--- config.mk ---
export PLATFORM = sky130hd
export DESIGN_NAME = mcast_hash_filter
export DESIGN_NICKNAME = d
export VERILOG_FILES = /design/src/rtl/mhf_pkg.sv /design/src/rtl/mhf_crc_engine.sv /design/src/rtl/mhf_hash_table.sv /design/src/rtl/mcast_hash_filter.sv
export SDC_FILE = /design/constraint.sdc
export NUM_CORES = 1
export LEC_CHECK = 0
export BUFFER_PORTS_ARGS = -buffer_cell sky130_fd_sc_hd__buf_2
export CORE_MARGIN = 3
export CORE_UTILIZATION = 66
export DETAILED_ROUTE_END_ITERATION = 8
export GPL_TIMING_DRIVEN = 0
export PLACE_DENSITY = 0.85
export SETUP_SLACK_MARGIN = 0.3
export SYNTH_ARGS = -nofsm -noshare
export SYNTH_HDL_FRONTEND = slang
export SYNTH_HIERARCHICAL = 1
export SYNTH_SLANG_ARGS = --single-unit
--- constraint.sdc ---
create_clock -name clk -period 8.4 [get_ports clk]
set_input_delay 0.84 -clock clk [delete_from_list [all_inputs] [get_ports clk]]
set_output_delay 0.84 -clock clk [all_outputs]
set_load 0.01 [all_outputs]
--- src/rtl/mhf_pkg.sv ---
package mhf_pkg;

  localparam int          CRC_W      = 32;
  localparam logic [31:0] CRC_POLY   = 32'h04C11DB7;
  localparam logic [31:0] CRC_PRESET = 32'hFFFFFFFF;

  // Fold one byte into a left-shifting CRC, data bit 0 first.
  // The register then holds the bit-reverse of the reflected CRC.
  function automatic logic [CRC_W-1:0] crc_byte_step(input logic [CRC_W-1:0] c,
                                                      input logic [7:0]       d);
    logic [CRC_W-1:0] r;
    r = c;
    for (int i = 0; i < 8; i++) begin
      if (r[CRC_W-1] ^ d[i]) r = {r[CRC_W-2:0], 1'b0} ^ CRC_POLY;
      else                   r = {r[CRC_W-2:0], 1'b0};
    end
    return r;
  endfunction

endpackage

--- src/rtl/mhf_crc_engine.sv ---
module mhf_crc_engine
  import mhf_pkg::*;
#(
  parameter int ADDR_BYTES = 6,
  parameter int IDX_W      = 8
) (
  input  logic             clk,
  input  logic             rst,
  input  logic             in_valid,
  input  logic [7:0]       in_byte,
  output logic             beat_last,
  output logic             beat_group,
  output logic [IDX_W-1:0] beat_idx
);
  localparam int CNT_W = $clog2(ADDR_BYTES + 1);
  localparam logic [CNT_W-1:0] LAST_CNT = CNT_W'(ADDR_BYTES - 1);

  logic [CNT_W-1:0] cnt_q;
  logic [CRC_W-1:0] crc_q;
  logic [CRC_W-1:0] crc_nx;
  logic             grp_q;
  logic             first_beat;

  assign crc_nx     = crc_byte_step(crc_q, in_byte);
  assign first_beat = (cnt_q == '0);
  assign beat_last  = in_valid && (cnt_q == LAST_CNT);
  assign beat_group = first_beat ? in_byte[0] : grp_q;
  assign beat_idx   = crc_nx[CRC_W-1 -: IDX_W];

  always_ff @(posedge clk) begin
    if (rst) begin
      cnt_q <= '0;
      crc_q <= CRC_PRESET;
      grp_q <= 1'b0;
    end else if (in_valid) begin
      if (first_beat) grp_q <= in_byte[0];
      if (beat_last) begin
        cnt_q <= '0;
        crc_q <= CRC_PRESET;
      end else begin
        cnt_q <= cnt_q + 1'b1;
        crc_q <= crc_nx;
      end
    end
  end

  // the byte count never leaves its range
  p_cnt_bound_r5: assert property (@(posedge clk) disable iff (rst)
    cnt_q <= LAST_CNT);

  // idle cycles leave the count and CRC untouched
  p_idle_hold_r5: assert property (@(posedge clk) disable iff (rst)
    !in_valid |=> ($stable(cnt_q) && $stable(crc_q)));

  // a finished address leaves the CRC at its preset
  p_preset_after_last_r8: assert property (@(posedge clk) disable iff (rst)
    beat_last |=> (crc_q == CRC_PRESET && cnt_q == '0));

endmodule

--- src/rtl/mhf_hash_table.sv ---
module mhf_hash_table #(
  parameter int WORD_W = 32,
  parameter int IDX_W  = 8
) (
  input  logic                                       clk,
  input  logic                                       rst,
  input  logic                                       wr_en,
  input  logic [$clog2((1 << IDX_W) / WORD_W)-1:0]   wr_sel,
  input  logic [WORD_W-1:0]                          wr_data,
  input  logic [$clog2((1 << IDX_W) / WORD_W)-1:0]   rd_sel,
  output logic [WORD_W-1:0]                          rd_data,
  input  logic [IDX_W-1:0]                           lk_idx,
  output logic                                       lk_hit
);
  localparam int NUM_WORDS = (1 << IDX_W) / WORD_W;
  localparam int SEL_W     = $clog2(NUM_WORDS);
  localparam int BIT_W     = $clog2(WORD_W);
  localparam logic [BIT_W-1:0] TOP_BIT = BIT_W'(WORD_W - 1);

  logic [WORD_W-1:0] mem_q [NUM_WORDS];
  logic [WORD_W-1:0] lk_word;
  logic [SEL_W-1:0]  lk_sel;
  logic [BIT_W-1:0]  lk_pos;

  for (genvar g = 0; g < NUM_WORDS; g++) begin : g_word
    always_ff @(posedge clk) begin
      if (rst)                                   mem_q[g] <= '0;
      else if (wr_en && wr_sel == SEL_W'(g))     mem_q[g] <= wr_data;
    end

    // a write lands in the selected word
    p_write_lands_r2: assert property (@(posedge clk) disable iff (rst)
      (wr_en && wr_sel == SEL_W'(g)) |=> (mem_q[g] == $past(wr_data)));
  end

  always_ff @(posedge clk) begin
    if (rst) rd_data <= '0;
    else     rd_data <= mem_q[rd_sel];
  end

  // Upper index bits pick the word, lower bits count down from the MSB.
  assign lk_sel  = lk_idx[IDX_W-1 -: SEL_W];
  assign lk_pos  = TOP_BIT - lk_idx[BIT_W-1:0];
  assign lk_word = mem_q[lk_sel];
  assign lk_hit  = lk_word[lk_pos];

endmodule

--- src/rtl/mcast_hash_filter.sv ---
module mcast_hash_filter #(
  parameter int ADDR_BYTES = 6,
  parameter int IDX_W      = 8,
  parameter int WORD_W     = 32
) (
  input  logic                                       clk,
  input  logic                                       rst,
  input  logic                                       cfg_we,
  input  logic [$clog2((1 << IDX_W) / WORD_W)-1:0]   cfg_addr,
  input  logic [WORD_W-1:0]                          cfg_wdata,
  output logic [WORD_W-1:0]                          cfg_rdata,
  input  logic                                       addr_valid,
  input  logic [7:0]                                 addr_byte,
  output logic                                       lookup_done,
  output logic                                       lookup_match,
  output logic [IDX_W-1:0]                           lookup_idx
);
  logic             beat_last;
  logic             beat_group;
  logic [IDX_W-1:0] beat_idx;
  logic             tbl_hit;

  mhf_crc_engine #(
    .ADDR_BYTES (ADDR_BYTES),
    .IDX_W      (IDX_W)
  ) u_eng (
    .clk        (clk),
    .rst        (rst),
    .in_valid   (addr_valid),
    .in_byte    (addr_byte),
    .beat_last  (beat_last),
    .beat_group (beat_group),
    .beat_idx   (beat_idx)
  );

  mhf_hash_table #(
    .WORD_W (WORD_W),
    .IDX_W  (IDX_W)
  ) u_tbl (
    .clk     (clk),
    .rst     (rst),
    .wr_en   (cfg_we),
    .wr_sel  (cfg_addr),
    .wr_data (cfg_wdata),
    .rd_sel  (cfg_addr),
    .rd_data (cfg_rdata),
    .lk_idx  (beat_idx),
    .lk_hit  (tbl_hit)
  );

  always_ff @(posedge clk) begin
    if (rst) begin
      lookup_done  <= 1'b0;
      lookup_match <= 1'b0;
      lookup_idx   <= '0;
    end else begin
      lookup_done  <= beat_last;
      lookup_match <= beat_last && beat_group && tbl_hit;
      if (beat_last) lookup_idx <= beat_idx;
    end
  end

  // the result follows the sixth byte by one cycle
  p_done_follows_last_r5: assert property (@(posedge clk) disable iff (rst)
    beat_last |=> lookup_done);

  // the done strobe lasts a single cycle
  p_done_single_r5: assert property (@(posedge clk) disable iff (rst)
    lookup_done |=> !lookup_done);

  // individual addresses never match
  p_unicast_rejected_r6: assert property (@(posedge clk) disable iff (rst)
    (beat_last && !beat_group) |=> !lookup_match);

  // a match is only reported together with done
  p_match_needs_done_r7: assert property (@(posedge clk) disable iff (rst)
    lookup_match |-> lookup_done);

endmodule

# ---- Word level (Yosys, flattened, before mapping)
# Memory sizes are Yosys's and may differ from the RTL's. A register that Yosys moved wholly into a read port is not among the register bits.
# Index checks and enable logic that the tools add are counted.
dict set report word_totals {
  regBits 46
  ram_bits 256
  input_bits 47
  output_inout_bits 42
  word_cells 102
  mem_count 1
}
# name words word_bits read_ports rd_ports_with_merged_regs wr line
set memory_table {}
lappend memory_table {u_tbl.mem_q 8 32 2 1 8 mhf_hash_table.sv:20} ;# logic [WORD_W-1:0] mem_q [NUM_WORDS];
dict set report classes {
  add_sub_neg 2
  order_cmp 1
  eq_ne 8
  n_mux 47
  bitwise_logic 24
  n_reduce_logical 13
}
# cell n
set op_table {}
lappend op_table {{$mux 32} 9}
lappend op_table {{$mux 27} 8}
lappend op_table {{$not 14->14} 8}
lappend op_table {{$mux 1} 28}
lappend op_table {{$eq 3x3->1 const B} 5}
lappend op_table {{$logic_and 1x1->1} 11}
lappend op_table {{$or 1x1->1} 8}
lappend op_table {{$xor 1x1->1} 8}
lappend op_table {{$eq 3x2->1 const B} 2}
lappend op_table {{$logic_not 3->1} 2}
lappend op_table {{$lt 5x6->1 const B} 1}
lappend op_table {{$bmux 1 s5} 1}
lappend op_table {{$sub 5x5->5 const A} 1}
lappend op_table {{$add 3x1->3 const B} 1}
lappend op_table {{$eq 3x1->1 const B} 1}
lappend op_table {{$mux 3} 1}

# ---- Depth between registers and ports, before layout
# Gate-level depths: netlist of the first run.
dict set report depth {
  ltp_word 20
  ltp_mapped 15
}

# ---- Modules after synthesis
# The synthesis of the first run kept the hierarchy.
# module instances cells_each area_each_um2 seq_area_each_um2
set modules_own_cells {}
lappend modules_own_cells {mhf_hash_table 1 961 14355.0 8328.0}
lappend modules_own_cells {mhf_crc_engine 1 193 2124.5 720.7}
lappend modules_own_cells {mcast_hash_filter 1 30 349.1 200.2}

# ---- Worst setup path after synthesis of the first run
# No wires, ideal clock.
dict set report synth_path {
  path_type {input port to flip-flop}
  from {input port addr_byte[0]}
  to {register lookup_match}
  arrival_ns 3.649
  required_ns 8.285
  slack_ns 4.635
  path_stages 12
  n_path_buf 2
  cell_sequence {xnor2_1 xor2_1 xnor2_1 buf_6 buf_12 mux4_1 mux2_2 a2111oi_0 nor3_1 o211ai_2 nand4_1 and3_1}
}
dict set report synth_between {
  elab_chain_cells 12
}
# element line
set synth_rtl {}
lappend synth_rtl {{from (decl)} mcast_hash_filter.sv:13} ;# input logic [7:0] addr_byte,
lappend synth_rtl {{$xor 1x1->1 *} mhf_pkg.sv:14} ;# if (r[CRC_W-1] ^ d[i]) r = {r[CRC_W-2:0], 1'b0} ^ CRC_POLY;
lappend synth_rtl {{$mux 27 *} mhf_pkg.sv:14}
lappend synth_rtl {{$not 14->14 (no source line)} -}
lappend synth_rtl {{$mux 27 * (3 in a row)} mhf_pkg.sv:14}
lappend synth_rtl {{$not 14->14 (no source line)} -}
lappend synth_rtl {{$mux 27 *} mhf_pkg.sv:14}
lappend synth_rtl {{net beat_idx[5]} mcast_hash_filter.sv:20} ;# logic [IDX_W-1:0] beat_idx;
lappend synth_rtl {{$mem_v2 8x32 *} -}
lappend synth_rtl {{$bmux 1 s5 *} mhf_hash_table.sv:45} ;# assign lk_hit = lk_word[lk_pos];
lappend synth_rtl {{$mux 1 (implied by the code) *} mhf_hash_table.sv:45}
lappend synth_rtl {{net tbl_hit} mcast_hash_filter.sv:21} ;# logic tbl_hit;
lappend synth_rtl {{$logic_and 1x1->1 *} mcast_hash_filter.sv:58} ;# lookup_match <= beat_last && beat_group && tbl_hit;
lappend synth_rtl {{to (signal assigned)} mcast_hash_filter.sv:58}
lappend synth_rtl {{to (decl)} mcast_hash_filter.sv:15} ;# output logic lookup_match,
# The timed path passes the listed nets; every way through them passes the cells marked *. The select of a mux whose other input is x is not followed.
# A chain may end at the register's enable or synchronous reset.

# ---- Final worst setup path of the first run
dict set report layout_path {
  from {input port addr_byte[0]}
  to {register lookup_match}
}
# element line
set layout_lines {}
lappend layout_lines {{$xor 1x1->1 *} mhf_pkg.sv:14}
lappend layout_lines {{$mux 27 * (3 in a row)} mhf_pkg.sv:14}
lappend layout_lines {{$not 14->14 (no source line)} -}
lappend layout_lines {{$mux 27 *} mhf_pkg.sv:14}
lappend layout_lines {{net beat_idx[6]} mcast_hash_filter.sv:20}
lappend layout_lines {{$mem_v2 8x32 *} -}
lappend layout_lines {{$bmux 1 s5 *} mhf_hash_table.sv:45}
lappend layout_lines {{$mux 1 (implied by the code) *} mhf_hash_table.sv:45}
lappend layout_lines {{net tbl_hit} mcast_hash_filter.sv:21}
lappend layout_lines {{$logic_and 1x1->1 *} mcast_hash_filter.sv:58}
# Marks and branches as above.

==> results.md, run 1 <==
* Crit Path Max Fanout at 10
* RSZ-0062 raised after global routing: no
* Fmax at between 0.15 and 0.2 GHz
* Final setup viols at 0
* Clk slew on worst S/H paths at roughly 60 ps
* Row cnt at 57
* Register area at 0.00925 sq mm
* Period Utilization, post-route at between 60% and 70%
* Initial Utilization at 68.2%
* Worst-Margin Slew at around 1300 ps
* Iter 0 DRT Violations at 1654
* Mapped Area at 0.0168 sq mm
* Wire per inst at ~27 um
* Worst skew pair latency at ~530 ps
* DIE HEIGHT at 166 um
* Most frequent cells in the layout: and2_1, edfxtp_1, mux2i_1
* Post-cts gate resize count at 0
* Num CTS Buffers at 36
* GP Congestion at ~0.89
* Status: completed
* Gr ovfl total at 0
* Antenna violations before repair at 4
* Clk root buf: clkbuf_16
* Critical Path AT at ~5500 ps
* Crit. End Element: flip-flop
* Skew final at 19.2 ps
* Leakage at roughly 7.2 nW
* Gr usage total at 32.8%
* Worst EP required at slightly below 9000 ps
* Vias/cell at slightly below 7
* Max cap viols at 0
* CTS sink count at approximately 330
* Final instance area at approximately 0.019 sq mm
* WL final at around 45 mm
* Synthesized instance count at approximately 1200
* Post-synthesis sequential area ratio at 55.0%
* Hold_buf cts at 0
* # DRC at 0
* Fin. max-slew vios at 0
* Post-DP HPWL at 29.6 mm
* Area leader, netlist: edfxtp_1
* Die Width at around 170 um
* I/O pin count at just under 90
* Clock period minus worst slack at between 5000 and 6000 ps
* Filler Cell Count at about 1500
* Total Nets Final at between 1000 and 1500
* Max VDD drop at around 280 uV
* Via count at about 11000
* Power Density at about 390 mW/mm^2
* Setup repair bufs after CTS at 0
* Relative max-transition margin at roughly a tenth
* Area of the multi-input gates at about 0.0072 sq mm
* IO Port Bufs at 88
* Largest net degree at the start of global routing at 33
* Top cell type's share of synthesized area at between 40 and 50%
* Synthesized flop and latch total at ~330
* Core area at roughly 0.025 sq mm
* Ys Warns at 6
* Drt first pass iters at 6
* Top cells by area, synth: edfxtp_1, mux4_2, and2_1, dfxtp_1, mux2i_1
* Worst setup SP type: primary input
* First-pass GRT wire length at ~69 mm
* H-Tree Depth at 2
* Share of cells above drive strength 1 at ~22%
* Setup Crit Path Kind: primary input to flip-flop
* Area grow syn2layout at 13.4%
* Fin Setup TNS at 0 ps
* Syn_nets at around 1200
* Final Hold Viols at 0
* Post-route antenna net violation count at 0
* Clk buf depth at 3
* Mean Syn Cell Area at roughly 14 sq um
* Most common cell after layout, fill and taps aside: and2_1
* Area after DPL at between 0.015 and 0.02 sq mm
* Worst min path class: flip-flop to flip-flop
* Count of cell types in the netlist at 57
* CTS tree: yes
* Die area at 0.0274 sq mm
* Number of global-route vias before repair at ~12000
==> sequential cells by signal (all words and copies together), names as in the netlist <==
| register | cells |
|---|---|
| u_eng/cnt_q | 3 |
| u_tbl/rd_data | 32 |
| lookup_done | 1 |
| lookup_idx | 8 |
| u_eng/grp_q | 1 |
| lookup_match | 1 |
| u_tbl/mem_q | 256 |
| u_eng/crc_q | 32 |
==> worst max-delay path, stage by stage <==
cell and delay [ps]:
buf_2 130, xnor2_1 560, xnor2_1 160, xnor2_1 450, buf_2 450, buf_4 320, nand3b_1 260, clkbuf_1 670
o22ai_1 130, a2111oi_0 700, a311oi_1 90, o21ai_0 220, nand4_1 230, and3_1 270
==> kinds of logic (layout without fill, tap and decap cells) <==
kind of cell | Yosys count | count (layout) | synth area share [%]
buffers and inverters | 87 | 248 | 2.50
XOR/XNOR | 73 | 73 | 5.03
adder cells (fa/ha/maj) | 3 | 3 | 0.223
AND/OR/NAND/NOR | 378 | 378 | 12.8
flip-flops | 334 | 334 | 55.0
multiplexers | 222 | 222 | 20.7
AO/OA/AOI/OAI | 87 | 87 | 3.73
other | 0 | 1 | 0
==> final timing paths <==
check,startpoint,end,slack (ps),depth (start not counted)
worst max-delay path,addr_byte[0],lookup_match,3290,14
worst min-delay path,lookup_idx[5],lookup_idx[5],500,2
worst max register to register,u_eng/crc_q[31],lookup_match,3370,13
worst min register to register,lookup_idx[5],lookup_idx[5],500,2
==> where the power goes <==
group	total (mW)	switching (mW)	internal, mW
Combinational	3.86	2.28	1.59
Sequential	2.03	0.0966	1.94
Clock	1.56	0.633	0.930
==> through the flow <==
stage	cells	hold slack, ps	util (%)	power (mW)	setup WS, ps
after floorplan	1184	456	-	4.64	4640
after global placement	1596	467	71.6	5.67	3040
after detailed placement	1603	486	72.5	5.76	2970
after CTS	1669	503	77.3	7.34	3550
after global routing	1669	517	77.3	7.69	3210
final	1670	498	77.3	7.46	3290
==> synthesized netlist by cell type (all sizes together) <==
cell and number:
a31oi 2, a221oi 8, and2 257, xor2 23, o32a 1, xnor3 1
mux4 98, nand2 19, or3b 1, nor3 8, ha 3, o22ai 27
and3 2, dlygate4sd1 1, buf 31, nor2b 6, a21oi 1, mux2i 118
nand4 1, nand3 3, a2111oi 4, a22o 1, dfxtp 78, o21ai 12
nand2b 11, or2 2, a311oi 3, edfxtp 256, nor2 64, a21o 3
xor3 2, o22a 12, nand3b 2, o21bai 6, inv 8, clkbuf 47
a22oi 4, mux2 6, a31o 1, o211ai 2, nor4 1, xnor2 47
and4 1
==> cell type report <==
cell class,instances,share of cell area [%]
flip-flops and latches,334,48.5
multi-input cells,763,37.9
clock buffers,46,5.19
repair buffers,95,3.12
well taps,324,2.13
plain buffers,79,2.05
clock inverters,20,0.971
inverters,8,0.157
diodes,1,0.0131
==> per-layer routing <==
metal | part of all wire (%) | vias up | GRT usage [%]
li1 | - | 4683 | -
met4 | 4.4 | 10 | 12.8
met1 | 36 | 5578 | 43.8
met2 | 47 | 806 | 52.9
met3 | 12 | 183 | 7.96
met5 | 0.14 | - | 0
(Power assumes the default switching activity.)
==> run 2, diff against run 1 <==
--- a/config.mk
+++ b/config.mk
@@ -7,10 +7,10 @@
 export LEC_CHECK = 0
 export BUFFER_PORTS_ARGS = -buffer_cell sky130_fd_sc_hd__buf_2
 export CORE_MARGIN = 3
-export CORE_UTILIZATION = 66
+export CORE_UTILIZATION = 62
 export DETAILED_ROUTE_END_ITERATION = 8
 export GPL_TIMING_DRIVEN = 0
-export PLACE_DENSITY = 0.85
+export PLACE_DENSITY = 0.81
 export SETUP_SLACK_MARGIN = 0.3
 export SYNTH_ARGS = -nofsm -noshare
 export SYNTH_HDL_FRONTEND = slang
==> constraint.sdc (replaced) <==
create_clock -name clk -period 5.2 [get_ports clk]
set_input_delay 0.52 -clock clk [delete_from_list [all_inputs] [get_ports clk]]
set_output_delay 0.52 -clock clk [all_outputs]
set_load 0.01 [all_outputs]
==> run 2 against run 1 <==
Routed wire length is 3.0% lower. Hold slack worse by 140 ps. Register-to-register slack worse by 2900 ps. Die area is 6.2% higher. Non-clock buffer count stayed put. Cell count is 0.48% higher. Setup slack worse by 2800 ps. Utilization is 5.1 points lower.
==> results.md, run 2 (synthesized netlist as in run 1, its figures left out) <==
* Worst setup SP type: flip-flop
* Period Utilization, post-route at 90.3%
* Met1 GRT Util at 40.7% (-3.1 points)
* Gr usage total at 30.5% (-2.3 points)
* DIE HEIGHT at 171 um (+3.1%)
* Grt peak-use layer: met2
* Clk slew on worst S/H paths at 60 ps (about the same)
* Worst-Margin Slew at 1420 ps (+85.2 ps)
* CTS sink count at 334 (unchanged)
* M2 GR Usage at 49.0% (-3.9 points)
* Most frequent cells in the layout: and2_1, edfxtp_1, mux2i_1
* Share of cells above drive strength 1 at 22.0% (-0.12 points)
* Setup WS pre-CTS at 118 ps (-2850 ps)
* Clock period minus worst slack at about 4700 ps
* Crit path cell chain: xor2_4 > xnor3_4 > xnor2_2 > clkbuf_1 > nand3b_1 > clkbuf_2 > o22ai_1 > a2111oi_0 > a311oi_1 > o21ai_0 > nand4_1 > and3_1
* Setup repair bufs after CTS at 0 (unchanged)
* # DRC at 0 (unchanged)
* CTS tree: yes
* Drt first pass iters at 6 (unchanged)
* Num CTS Buffers at 36 (unchanged)
* CP peak stage delay at 720 ps (+20 ps)
* Core area at 0.0264 sq mm (+6.8%)
* WL final at 44.1 mm (-3.0%)
* Crit. End Element: flip-flop
* Max VDD drop at 348 uV (+25%)
* Fmax at 0.213 GHz
* Power Density at 626 mW/mm^2 (+60%)
* Antenna violations before repair at 2 (-2)
* Largest net degree at the start of global routing at 33 (unchanged)
* Via count at 10800 (-3.7%)
* Setup Crit Path Kind: flip-flop to flip-flop
* Sw frac at 39.9% (-0.39 points)
* Gr ovfl total at 0 (unchanged)
* ANT cells at 0 (-1)
* Vias/cell at 6.46 (-4.1%)
* RSZ-0062 raised after global routing: no
* Initial Utilization at 63.9% (-4.3 points)
* Family with the most delay on the worst path: XOR/XNOR gates
* CP Buf/Inv Count at 2 (-2)
* Area of the multi-input gates at 0.00723 sq mm (unchanged)
* Critical Path AT at 5090 ps (-410 ps)
* Worst EP required at 5590 ps (-3200 ps)
* Setup ws final at 504 ps (-2790 ps)
* Clk buf depth at 3 (unchanged)
* Status: completed
* Top reg by flops: u_tbl/mem_q
* Area grow syn2layout at 13.1%
* Iter 0 DRT Violations at 1380 (-17%)
* First-pass GRT wire length at 65.2 mm (-5.8%)
* Die area at 0.0292 sq mm (+6.2%)
* Skew final at 9.61 ps (-9.56 ps)
* GP Congestion at 0.894 (+0.45%)
* Crit Path Max Fanout at 10 (unchanged)
* Worst min path class: primary input to flip-flop
* Power share of the clock group at 20.6% (-0.4 points)
* IO Port Bufs at 88 (unchanged)
* Largest regs: u_tbl/mem_q x256, u_eng/crc_q x32, u_tbl/rd_data x32
* Final setup viols at 0 (unchanged)
* Post-route antenna net violation count at 0 (unchanged)
* H-Tree Depth at 2 (unchanged)
* Met3 usage at 8.32% (+0.36 points)
* Fin. max-slew vios at 0 (unchanged)
* Fin Setup TNS at 0 ps (unchanged)
* Final Hold Viols at 0 (unchanged)
* Switch Pwr at 4.75 mW (+58%)
* Post-DP HPWL at 29.0 mm (-2.0%)
* Internal power at 7.16 mW (+61%)
* Total Nets Final at 1367 (unchanged)
* Filler Cell Count at 1728 (+14%)
* Part of the power in registers at 27.5% (+0.2 points)
* Max cap viols at 0 (unchanged)
* Most common cell after layout, fill and taps aside: and2_1
* Worst skew pair latency at 520 ps (about the same)
* Comb power frac at 51.9% (about the same)
* Die Width at 171 um (+3.1%)
* Wire per inst at 26.3 um (-3.5%)
* Register area at 0.00925 sq mm (unchanged)
* Critical-path top delay cell: a2111oi_0
* Row cnt at 59 (+3.5%)
* Max reg flops at 256 (unchanged)
* Number of global-route vias before repair at 10800 (-7.2%)
* I/O pin count at 89 (unchanged)
* Clk root buf: clkbuf_16
* Relative max-transition margin at 4.42% (-5.7 points)
* Leakage at 7.19 nW (-0.26%)
[run 2: changes by cell type in the layout (fill, tap and decap cells not counted), sizes merged]
| cell | before | now |
|---|---|---|
| clkbuf | 93 | 99 |
| clkinv | 15 | 10 |
| clkinvlp | 2 | 0 |
| bufinv | 3 | 2 |
| diode | 1 | 0 |
[run 2: per-stage QoR]
step | utilization, % | hold slack (ps) | power, mW | std cells | area (sq um)
5_1_grt | 72.2 | 371 | 12.3 | 1678 | 19000
2_1_floorplan | - | 456 | 7.50 | 1184 | 16800
6_report | 72.2 | 358 | 11.9 | 1678 | 19000
3_5_place_dp | 67.9 | 478 | 9.29 | 1614 | 17900
4_1_cts | 72.2 | 344 | 11.8 | 1678 | 19000
3_3_place_gp | 67.1 | 466 | 9.21 | 1607 | 17700
[run 2: repair_timing]
item,4_1_cts,5_1_grt
endpoints found under the hold margin,0,0
endpoints found under the setup margin,0,1
hold buffers,0,0
resized for setup,0,6
[run 2: path summary, 6_finish.rpt]
check	start	end	slack (ps)	cells past startpoint
worst min register to register	lookup_idx[6]	lookup_idx[6]	490	2
worst max-delay path	u_eng/crc_q[26]	lookup_match	500	12
worst max register to register	u_eng/crc_q[26]	lookup_match	500	12
worst min-delay path	cfg_wdata[5]	u_tbl/mem_q[0][5]	360	2
[run 2: final cells by class]
type	count	share of cell area, %
Sequential cell	334	48.6
Multi-Input combinational cell	763	38.0
Clock buffer	52	5.37
Timing Repair Buffer	95	3.05
Tap cell	335	2.20
Buffer	79	2.07
Clock inverter	12	0.572
Inverter	8	0.158
[run 2: worst register-to-register path, delay by kind of cell (launching register included)]
family,cells,cell delay (ps)
AO/OA/AOI/OAI,4,1230
XOR/XNOR,3,1220
buffers and inverters,2,940
flip-flops,1,440
AND/OR/NAND/NOR,3,750
[run 2: routing by layer]
layer | routed length (um) | part of all wire [%]
met2 | 20700 | 47
met1 | 16300 | 37
met5 | 23 | 0.052
met3 | 5390 | 12
met4 | 1620 | 3.7
[run 2: power by group through the flow]
stage          Clock [mW]  Combinational, mW  Sequential, mW
6_report             2.45               6.18            3.28
5_1_grt              2.59               6.40            3.30
4_1_cts              2.48               6.01            3.27
3_5_place_dp            0               5.96            3.33
3_3_place_gp            0               5.88            3.32
2_1_floorplan           0               4.19            3.31
==> run 3, diff against run 2 <==
--- a/config.mk
+++ b/config.mk
@@ -7,10 +7,10 @@
 export LEC_CHECK = 0
 export BUFFER_PORTS_ARGS = -buffer_cell sky130_fd_sc_hd__buf_2
 export CORE_MARGIN = 3
-export CORE_UTILIZATION = 62
+export CORE_UTILIZATION = 56
 export DETAILED_ROUTE_END_ITERATION = 8
 export GPL_TIMING_DRIVEN = 0
-export PLACE_DENSITY = 0.81
+export PLACE_DENSITY = 0.77
 export SETUP_SLACK_MARGIN = 0.3
 export SYNTH_ARGS = -nofsm -noshare
 export SYNTH_HDL_FRONTEND = slang
==> constraint.sdc (replaced) <==
create_clock -name clk -period 3.8 [get_ports clk]
set_input_delay 0.38 -clock clk [delete_from_list [all_inputs] [get_ports clk]]
set_output_delay 0.38 -clock clk [all_outputs]
set_load 0.01 [all_outputs]
==> run 3 against run 2 <==
Sequential share of layout area down 1.3 points. Cell count up 4.2%. Final area up 2.9%. Critical endpoint unchanged. Largest cell class unchanged. Largest power group unchanged.
==> results.md, run 3 (synthesized netlist as in run 1, its figures left out) <==
* Share of cells above drive strength 1 at 25.8% (+3.8 points)
* Worst min path class: primary input to flip-flop
* Gr usage total at 28.5% (-2.0 points)
* GP Congestion at 0.901 (+0.77%)
* Clk root buf: clkbuf_16
* Fmax at 0.289 GHz (+36%)
* Period Utilization, post-route at 91.0% (+0.72 points)
* H-Tree Depth at 2 (unchanged)
* Filler Cell Count at 2060 (+19%)
* Total design power at 17.7 mW (+49%)
* Relative max-transition margin at 20.4% (+16 points)
* Crit Path Max Fanout at 6 (-4)
* Max reg flops at 256 (unchanged)
* Fin Setup TNS at 0 ps (unchanged)
* First-pass GRT wire length at 67.4 mm (+3.4%)
* Setup ws final at 341 ps (-163 ps)
* Max cap viols at 0 (unchanged)
* Worst EP required at 4260 ps (-1330 ps)
* # DRC at 0 (unchanged)
* CTS sink count at 334 (unchanged)
* Area grow syn2layout at 16.4%
* Post-route antenna net violation count at 0 (unchanged)
* Worst skew pair latency at 530 ps (about the same)
* I/O pin count at 89 (unchanged)
* Total Nets Final at 1385 (+1.3%)
* Largest net degree at the start of global routing at 33 (unchanged)
* Row cnt at 62 (+5.1%)
* Number of global-route vias before repair at 11200 (+3.0%)
* Status: completed
* Clk slew on worst S/H paths at 60 ps (about the same)
* Drt first pass iters at 5 (-1)
* Die area at 0.0322 sq mm (+10%)
* Critical Path AT at 3920 ps (-1170 ps)
* Worst-Margin Slew at 1180 ps (-239 ps)
* Wire per inst at 25.8 um (-1.8%)
* Skew final at 25.6 ps (+16.0 ps)
* Antenna violations before repair at 1 (-1)
* Clock period minus worst slack at 3460 ps (-1240 ps)
* Hold path startpoint: cfg_wdata[11]
* Core area at 0.0292 sq mm (+11%)
* Setup crit start: u_eng/crc_q[29]
* Most frequent cells in the layout: and2_1, edfxtp_1, mux2i_1
* IO Port Bufs at 88 (unchanged)
* Vias/cell at 6.30 (-2.5%)
* Final Hold Viols at 0 (unchanged)
* Leakage at 7.38 nW (+2.7%)
* ANT cells at 0 (unchanged)
* CTS tree: yes
* Post-DP HPWL at 29.7 mm (+2.3%)
* Setup WS pre-CTS at -968 ps (-1090 ps)
* Initial Utilization at 57.7% (-6.2 points)
* Num CTS Buffers at 37 (+2.8%)
* RSZ-0062 raised after global routing: no
* Clk buf depth at 3 (unchanged)
* Power Density at 905 mW/mm^2 (+45%)
* Largest regs: u_tbl/mem_q x256, u_eng/crc_q x32, u_tbl/rd_data x32
* Final setup viols at 0 (unchanged)
* Iter 0 DRT Violations at 1239 (-10%)
* Gr ovfl total at 0 (unchanged)
* Crit. End Element: flip-flop
* FF-to-FF Start: u_eng/crc_q[29]
* WL final at 45.1 mm (+2.3%)
* Worst setup SP type: flip-flop
* Top reg by flops: u_tbl/mem_q
* Max VDD drop at 571 uV (+64%)
* Setup Crit Path Kind: flip-flop to flip-flop
* Fin. max-slew vios at 0 (unchanged)
* Final core utilization at 67.1% (-5.1 points)
* DIE HEIGHT at 179 um (+5.0%)
* Die Width at 179 um (+5.0%)
* Most common cell after layout, fill and taps aside: and2_1
* Via count at 11000 (+1.6%)
==> run 3: cell types whose count changed in the layout (fill, tap and decap cells not counted), moves of 6 or more <==
cell,delta
clkbuf_1,-6
buf_4,+18
buf_6,+6
xnor2_1,-7
buf_2,-8
==> run 3: final timing paths <==
check	to	slack [ps]	cells past startpoint
max	lookup_match	340	9
min	u_tbl/mem_q[4][11]	220	2
max reg2reg	lookup_match	340	9
min reg2reg	u_eng/crc_q[1]	490	2
==> run 3: layout make-up <==
cell class                 count  area, sq um  area share (%)
inverter                       8         33.8           0.173
multi-input combinational    763         7420            37.9
tap                          384          480            2.45
timing repair buffer         112          741            3.78
clock inverter                16          113           0.575
clock buffer                  52         1060            5.44
buffer                        79          477            2.43
sequential                   334         9260            47.3
==> run 3: power breakdown <==
part	switching, mW	total [mW]	internal (mW)
logic	5.46	9.77	4.31
registers	0.222	4.51	4.29
clock network	1.41	3.44	2.03
==> run 3: worst max-delay path: stages, from the launching register on <==
cell and delay [ps]:
dfxtp_1 330, xnor2_2 440, xor2_2 380, xor2_1 160, xnor2_1 940, inv_1 290, a221oi_1 350, o21ai_1 140
nand4_1 170, and3_4 200
==> run 3: through the flow <==
stage	area, sq um	cells	hold WS [ps]
global placement	17700	1656	467
global route	19600	1748	230
detailed placement	18000	1663	482
CTS	19400	1741	205
finish	19600	1748	221
floorplan	16800	1184	456
==> run 3: repair_timing <==
| action | CTS | global route |
|---|---|---|
| setup endpoints to repair | 1 | 1 |
| hold buffers | 0 | 0 |
| buffers inserted | 10 | 6 |
| gates cloned | 0 | 1 |
| gates resized for setup | 52 | 26 |
| pin swaps | 8 | 9 |
==> run 3: metal layers <==
layer  track usage, %  vias to the layer above  share of wire (%)
li1                 -                     4710                  -
met1             38.5                     5517                 38
met2             45.8                      670                 48
met3             6.85                      118                 11
met4             9.76                        0                3.1
met5                0                        -                  0
